## src/rtl/trap_pkg.sv

```systemverilog
package trap_pkg;
  localparam int XLEN    = 32;
  localparam int CAUSE_W = 6;

  localparam logic [1:0] PRIV_U = 2'd0;
  localparam logic [1:0] PRIV_S = 2'd1;
  localparam logic [1:0] PRIV_M = 2'd3;

  localparam int BIT_SIE  = 1;
  localparam int BIT_MIE  = 3;
  localparam int BIT_SPIE = 5;
  localparam int BIT_MPIE = 7;
  localparam int BIT_SPP  = 8;
  localparam int BIT_MPP  = 11;

  localparam logic [CAUSE_W-1:0] CAUSE_ECALL = CAUSE_W'(8);

  typedef struct packed {
    logic               wrSup;
    logic               wrMach;
    logic               isIrq;
    logic               keepAddr;
    logic               addOffset;
    logic [CAUSE_W-1:0] effCause;
  } trapStrobes_t;
endpackage

```

## src/rtl/trap_ctrl.sv

```systemverilog
module trap_ctrl
  import trap_pkg::*;
(
  input  logic               trapValid,
  input  logic               trapIsIrq,
  input  logic [CAUSE_W-1:0] trapCause,
  input  logic [1:0]         privIn,
  input  logic [XLEN-1:0]    irqDeleg,
  input  logic [XLEN-1:0]    excDeleg,
  input  logic [1:0]         supMode,
  input  logic [1:0]         machMode,
  output trapStrobes_t       strobes
);
  localparam int IDX_W = $clog2(XLEN);

  logic [CAUSE_W-1:0] effCause;
  logic [XLEN-1:0]    delegMask;
  logic               inRange;
  logic               delegHit;
  logic               toSup;
  logic               addrCause;
  logic [1:0]         tgtMode;

  always_comb begin
    effCause = trapCause;
    if (!trapIsIrq && trapCause == CAUSE_ECALL)
      effCause = CAUSE_ECALL + CAUSE_W'(privIn);
  end

  assign delegMask = trapIsIrq ? irqDeleg : excDeleg;
  assign inRange   = (int'(effCause) < XLEN);
  assign delegHit  = delegMask[effCause[IDX_W-1:0]];
  assign toSup     = (privIn <= PRIV_S) && inRange && delegHit;

  always_comb begin
    case (effCause)
      6'd0, 6'd1, 6'd4, 6'd5, 6'd6, 6'd7, 6'd12, 6'd13, 6'd15: addrCause = 1'b1;
      default:                                                addrCause = 1'b0;
    endcase
  end

  assign tgtMode = toSup ? supMode : machMode;

  always_comb begin
    strobes.wrSup     = trapValid && toSup;
    strobes.wrMach    = trapValid && !toSup;
    strobes.isIrq     = trapIsIrq;
    strobes.keepAddr  = !trapIsIrq && addrCause;
    strobes.addOffset = trapIsIrq && (tgtMode == 2'd1);
    strobes.effCause  = effCause;
  end
endmodule

```

## src/rtl/trap_datapath.sv

```systemverilog
module trap_datapath
  import trap_pkg::*;
(
  input  logic            clk,
  input  logic            rstN,
  input  trapStrobes_t    strobes,
  input  logic [XLEN-1:0] faultAddr,
  input  logic [XLEN-1:0] curPc,
  input  logic [1:0]      privIn,
  input  logic [XLEN-1:0] statusIn,
  input  logic [XLEN-1:0] supVec,
  input  logic [XLEN-1:0] machVec,
  output logic [1:0]      privOut,
  output logic [XLEN-1:0] statusOut,
  output logic [XLEN-1:0] pcOut,
  output logic [XLEN-1:0] scause,
  output logic [XLEN-1:0] sepc,
  output logic [XLEN-1:0] stval,
  output logic [XLEN-1:0] mcause,
  output logic [XLEN-1:0] mepc,
  output logic [XLEN-1:0] mtval
);
  localparam int PAD_W = XLEN - CAUSE_W - 1;
  localparam int OFF_W = XLEN - CAUSE_W - 2;

  logic [XLEN-1:0] newStatus;
  logic [XLEN-1:0] causeWord;
  logic [XLEN-1:0] valueWord;
  logic [XLEN-1:0] vecBase;
  logic [XLEN-1:0] vecOffset;
  logic            doTrap;

  assign doTrap = strobes.wrSup || strobes.wrMach;

  always_comb begin
    newStatus = statusIn;
    if (strobes.wrSup) begin
      newStatus[BIT_SPIE] = statusIn[BIT_SIE];
      newStatus[BIT_SPP]  = privIn[0];
      newStatus[BIT_SIE]  = 1'b0;
    end else begin
      newStatus[BIT_MPIE]          = statusIn[BIT_MIE];
      newStatus[BIT_MPP +: 2]      = privIn;
      newStatus[BIT_MIE]           = 1'b0;
    end
  end

  assign causeWord = {strobes.isIrq, {PAD_W{1'b0}}, strobes.effCause};
  assign valueWord = strobes.keepAddr ? faultAddr : '0;
  assign vecBase   = (strobes.wrSup ? supVec : machVec) & ~XLEN'(3);
  assign vecOffset = strobes.addOffset ? {{OFF_W{1'b0}}, strobes.effCause, 2'b00} : '0;

  always_ff @(posedge clk) begin
    if (!rstN) begin
      privOut   <= PRIV_M;
      statusOut <= '0;
      pcOut     <= '0;
      scause    <= '0;
      sepc      <= '0;
      stval     <= '0;
      mcause    <= '0;
      mepc      <= '0;
      mtval     <= '0;
    end else if (doTrap) begin
      privOut   <= strobes.wrSup ? PRIV_S : PRIV_M;
      statusOut <= newStatus;
      pcOut     <= vecBase + vecOffset;
      if (strobes.wrSup) begin
        scause <= causeWord;
        sepc   <= curPc;
        stval  <= valueWord;
      end else begin
        mcause <= causeWord;
        mepc   <= curPc;
        mtval  <= valueWord;
      end
    end
  end
endmodule

```

## src/rtl/trap_entry_unit.sv

```systemverilog
module trap_entry_unit
  import trap_pkg::*;
(
  input  logic               clk,
  input  logic               rstN,
  input  logic               trapValid,
  input  logic               trapIsIrq,
  input  logic [CAUSE_W-1:0] trapCause,
  input  logic [XLEN-1:0]    faultAddr,
  input  logic [XLEN-1:0]    curPc,
  input  logic [1:0]         privIn,
  input  logic [XLEN-1:0]    statusIn,
  input  logic [XLEN-1:0]    irqDeleg,
  input  logic [XLEN-1:0]    excDeleg,
  input  logic [XLEN-1:0]    supVec,
  input  logic [XLEN-1:0]    machVec,
  output logic [1:0]         privOut,
  output logic [XLEN-1:0]    statusOut,
  output logic [XLEN-1:0]    pcOut,
  output logic [XLEN-1:0]    scause,
  output logic [XLEN-1:0]    sepc,
  output logic [XLEN-1:0]    stval,
  output logic [XLEN-1:0]    mcause,
  output logic [XLEN-1:0]    mepc,
  output logic [XLEN-1:0]    mtval
);
  trapStrobes_t strobes;

  trap_ctrl ctrl_i (
    .trapValid (trapValid),
    .trapIsIrq (trapIsIrq),
    .trapCause (trapCause),
    .privIn    (privIn),
    .irqDeleg  (irqDeleg),
    .excDeleg  (excDeleg),
    .supMode   (supVec[1:0]),
    .machMode  (machVec[1:0]),
    .strobes   (strobes)
  );

  trap_datapath dp_i (
    .clk       (clk),
    .rstN      (rstN),
    .strobes   (strobes),
    .faultAddr (faultAddr),
    .curPc     (curPc),
    .privIn    (privIn),
    .statusIn  (statusIn),
    .supVec    (supVec),
    .machVec   (machVec),
    .privOut   (privOut),
    .statusOut (statusOut),
    .pcOut     (pcOut),
    .scause    (scause),
    .sepc      (sepc),
    .stval     (stval),
    .mcause    (mcause),
    .mepc      (mepc),
    .mtval     (mtval)
  );
endmodule

```

## config.mk

```make
export PLATFORM = sky130hd
export DESIGN_NAME = trap_entry_unit
export DESIGN_NICKNAME = d
export VERILOG_FILES = /design/src/rtl/trap_pkg.sv /design/src/rtl/trap_ctrl.sv /design/src/rtl/trap_datapath.sv /design/src/rtl/trap_entry_unit.sv
export SDC_FILE = /design/constraint.sdc
export NUM_CORES = 1
export LEC_CHECK = 0
export ABC_AREA = 0
export BUFFER_PORTS_ARGS = -buffer_cell sky130_fd_sc_hd__buf_2
export CAP_MARGIN = 30
export CORE_AREA = 2 2 194 196
export CTS_CLUSTER_DIAMETER = 100
export DETAILED_ROUTE_END_ITERATION = 8
export DIE_AREA = 0 0 196 198
export GPL_TIMING_DRIVEN = 0
export PLACE_DENSITY = 0.55
export SLEW_MARGIN = 20
export SYNTH_ARGS = -nofsm -noshare
export SYNTH_HDL_FRONTEND = slang
export SYNTH_SLANG_ARGS = --single-unit
```

## constraint.sdc

```tcl
create_clock -name clk -period 7.65 [get_ports clk]
set_input_delay 0.3825 -clock clk [delete_from_list [all_inputs] [get_ports clk]]
set_output_delay 0.3825 -clock clk [all_outputs]
set_load 0.01 [all_outputs]
```

==> impl_results.md <==
- P_int: 0.00196 W
- Total grt overflow: 0
- Vias in the first global route: 10631
- Clk slew on worst S/H paths: 0.06 ns
- Initial Utilization: 0.271
- CTS root buffer: clkbuf_16
- PnR Total Power: about 0.0027 W
- Drt drc: 0
- Setup bufs post-CTS: 0
- Sum Neg Setup Slack: 0 ns
- Wire length per cell: 19.3 µm
- Data required, critical path: between 8 and 9 ns
- HP Start: statusIn[25]
- CTS Hold Bufs: 0
- Hold Path Class: in -> reg
- Worst VDD drop: between 0.00015 and 0.0002 V
- Global-route wire length before repair: around 65000 µm
- Status: complete, no violations
- Leading area contributor after synthesis: dfxtp_1
- Row cnt: 71
- Total track usage: 0.217
- DIE AREA: 0.0388 mm²
- CP endpoint kind: flip-flop
- Slew headroom: 0.363
- Clk pwr share: 0.419
- Avg Inst Size Synth: 7.93 µm²
- Most common cell on crit path: buf_2
- Reg-to-Reg Start: dp_i.statusOut[5]
- Register bit count reported by yosys: between 200 and 250
- Overall routed net length: 43700 µm
- Post-synthesis sequential area ratio: 0.410
- P_sw: 0.000762 W
- Synth top area share: 0.410
- Startpoint Class: input port
- Buffer depth of the longest clock path: 3
- Distinct cell type count after synthesis: 72
- Max_cap viols: 0
- Main flop type after synthesis: dfxtp_1
- Core area: 0.0370 mm²
- Final setup fails: 0
- CP arrival: 6.66 ns
- Largest net degree at the start of global routing: 13
- Area grow syn2layout: 37.6%
- Hpwl dp: around 34000 µm
- Post-synth EDFFs: 0
- Die Y: just under 200 µm
- Clk sink count: 205
- WS Path Type: in -> reg
- Synth Cell Area: 0.0100 mm²
- Tmin final: 6.28 ns
- Cells after synthesis: 1261
- Fin Clk Skew: 0 ns
- Depth of the CTS H-tree: 1
- Number of gates resized after cts: 0
- CTS tree: done
- DRT Pass-1 Iters: 5
- Synth area leaders: dfxtp_1 (41%), nand2_1 (10%), a21oi_1 (8.9%)
- # port buffers: 436
- Number of hold violations in the final report: 0
- Final Net Count: 2019
- I/O pin count: 494
- Fin. max-slew vios: 0
- Sw frac: 0.280
- Layout cells sized above 1: 0.325
- Initial DRC Count: ~460
- Worst-skew pair later-pin latency: about 0.52 ns
- Crit-path max cell delay: 0.74 ns
- CTS buffer count: 25
- Worst Setup SP: trapCause[3]
- Placer Congestion: 0.887
- Total number of vias: 10953
- FFs w/ async S/R, synth: 0
- Synth warn: 0
- Fmax: ~0.16 GHz
- Leakage: between 6 and 7 nW
- Max FO, Critical Path: 10
- Comb power frac: 0.165
- Sequential Power Share: 0.416
- Worst path slowest cell: o311ai_1
- Post-DR vias/cell: approximately 4.8
- Final Cycle Share: 0.821
- PwrDens: 198 mW/mm²
- Worst slew pin tran: between 0.9 and 1 ns
- Initial antenna violation count: 9
- Die Wd: roughly 200 µm
- RSZ-0062 raised after global routing: no
- ANT nets after route: 0
## Yosys cell counts, types with 2 or more instances
| master | instances |
|---|---|
| mux2_2 | 5 |
| and3_1 | 14 |
| conb_1 | 2 |
| a211oi_1 | 8 |
| dfxtp_1 | 205 |
| nor2b_1 | 9 |
| nand2_2 | 2 |
| a21o_1 | 3 |
| o2111ai_1 | 2 |
| buf_6 | 4 |
| buf_4 | 56 |
| nand3_1 | 103 |
| mux2i_1 | 59 |
| a21oi_2 | 2 |
| ha_1 | 6 |
| nand2_1 | 278 |
| a21oi_1 | 178 |
| and3b_1 | 3 |
| clkbuf_1 | 58 |
| o211ai_1 | 17 |
| inv_1 | 12 |
| o21ai_0 | 29 |
| nand2b_1 | 2 |
| nor3_1 | 6 |
| buf_1 | 3 |
| xor2_1 | 16 |
| a2111oi_0 | 2 |
| and4_1 | 5 |
| nor2_1 | 59 |
| a211o_1 | 2 |
| buf_2 | 23 |
| or4_1 | 2 |
| a31oi_1 | 6 |
| xnor2_1 | 19 |
| o21ai_1 | 2 |
| nand4_1 | 20 |
| nor3_4 | 2 |
| and2_1 | 3 |
## critical path, delay by kind of cell
family / cells / cell delay [ns]
compound gates: 8 / 2.00
buf+inv: 6 / 1.79
simple gates: 9 / 1.41
fa+ha+maj: 2 / 0.59
mux: 1 / 0.26
xor+xnor: 1 / 0.18
## flip-flops by register name (all words and copies together), names as in the netlist
signal and flops:
dp_i.mtval 32, dp_i.mcause 7, dp_i.sepc 32, dp_i.statusOut 32, dp_i.mepc 32, dp_i.privOut 1, dp_i.pcOut 30, dp_i.scause 7
dp_i.stval 32
## cells by family (layout without fill, tap and decap cells)
| family | count (synthesis) | after routing | share of synthesized area |
|---|---|---|---|
| AO/OA/AOI/OAI | 273 | 273 | 0.163 |
| adder cells (fa/ha/maj) | 7 | 7 | 0.00950 |
| flip-flops | 205 | 205 | 0.410 |
| XOR/XNOR | 35 | 35 | 0.0306 |
| buffers and inverters | 158 | 636 | 0.0862 |
| multiplexers | 67 | 67 | 0.0695 |
| other | 2 | 58 | 0.000751 |
| AND/OR/NAND/NOR | 514 | 514 | 0.230 |
## through the flow
stage          setup WS [ns]  area (µm²)  cells  utilization  hold slack, ns
2_1_floorplan           2.88       10200   1312            -           0.476
5_1_grt                0.984       13800   2269        0.372          0.0841
3_3_place_gp           0.912       13000   2222        0.351           0.438
6_report                1.37       13800   2269        0.372          0.0926
3_5_place_dp           0.898       13000   2223        0.351           0.444
4_1_cts                 1.40       13800   2264        0.372          0.0633
## cell type report
| cell class | count | area (µm²) |
|---|---|---|
| Multi-Input combinational cell | 949 | 5230 |
| Buffer | 144 | 810 |
| Clock inverter | 5 | 53.8 |
| Inverter | 14 | 52.6 |
| Tap cell | 474 | 593 |
| Sequential cell | 205 | 4100 |
| Timing Repair Buffer | 437 | 2190 |
| Antenna cell | 5 | 12.5 |
| Clock buffer | 36 | 717 |
| Fill cell | 3939 | 23200 |
## placed cells by master, fill, tap and decap left out, types with 53 or more instances in the layout
master,netlist,layout
dfxtp_1,205,205
nor2_1,59,59
buf_4,56,57
a21oi_1,178,177
clkbuf_1,58,64
conb_1,2,53
nand2_1,278,278
mux2i_1,59,59
nand3_1,103,103
buf_2,23,459
## worst paths after layout
path | to | cells after the start | slack [ns]
max | dp_i.pcOut[22] | 27 | 1.37
min | dp_i.statusOut[25] | 3 | 0.09
max reg2reg | dp_i.statusOut[5] | 2 | 6.83
min reg2reg | dp_i.sepc[31] | 2 | 0.45
## layer usage
metal / track usage / vias to the layer above / share of wire
met3: 0.0468 / 73 / 0.073
li1: - / 5278 / -
met5: 0 / - / 0.00066
met1: 0.274 / 5113 / 0.42
met2: 0.374 / 483 / 0.48
met4: 0.0595 / 6 / 0.027
## power by group through the flow
stage	registers (W)	logic [W]	clock network, W
finish	0.00113	0.000449	0.00114
global route	0.00114	0.000491	0.00121
CTS	0.00113	0.000451	0.00117
detailed placement	0.00115	0.000450	0
global placement	0.00115	0.000447	0
floorplan	0.00117	0.000219	0
No activity file was read; power rests on OpenSTA's default activity.
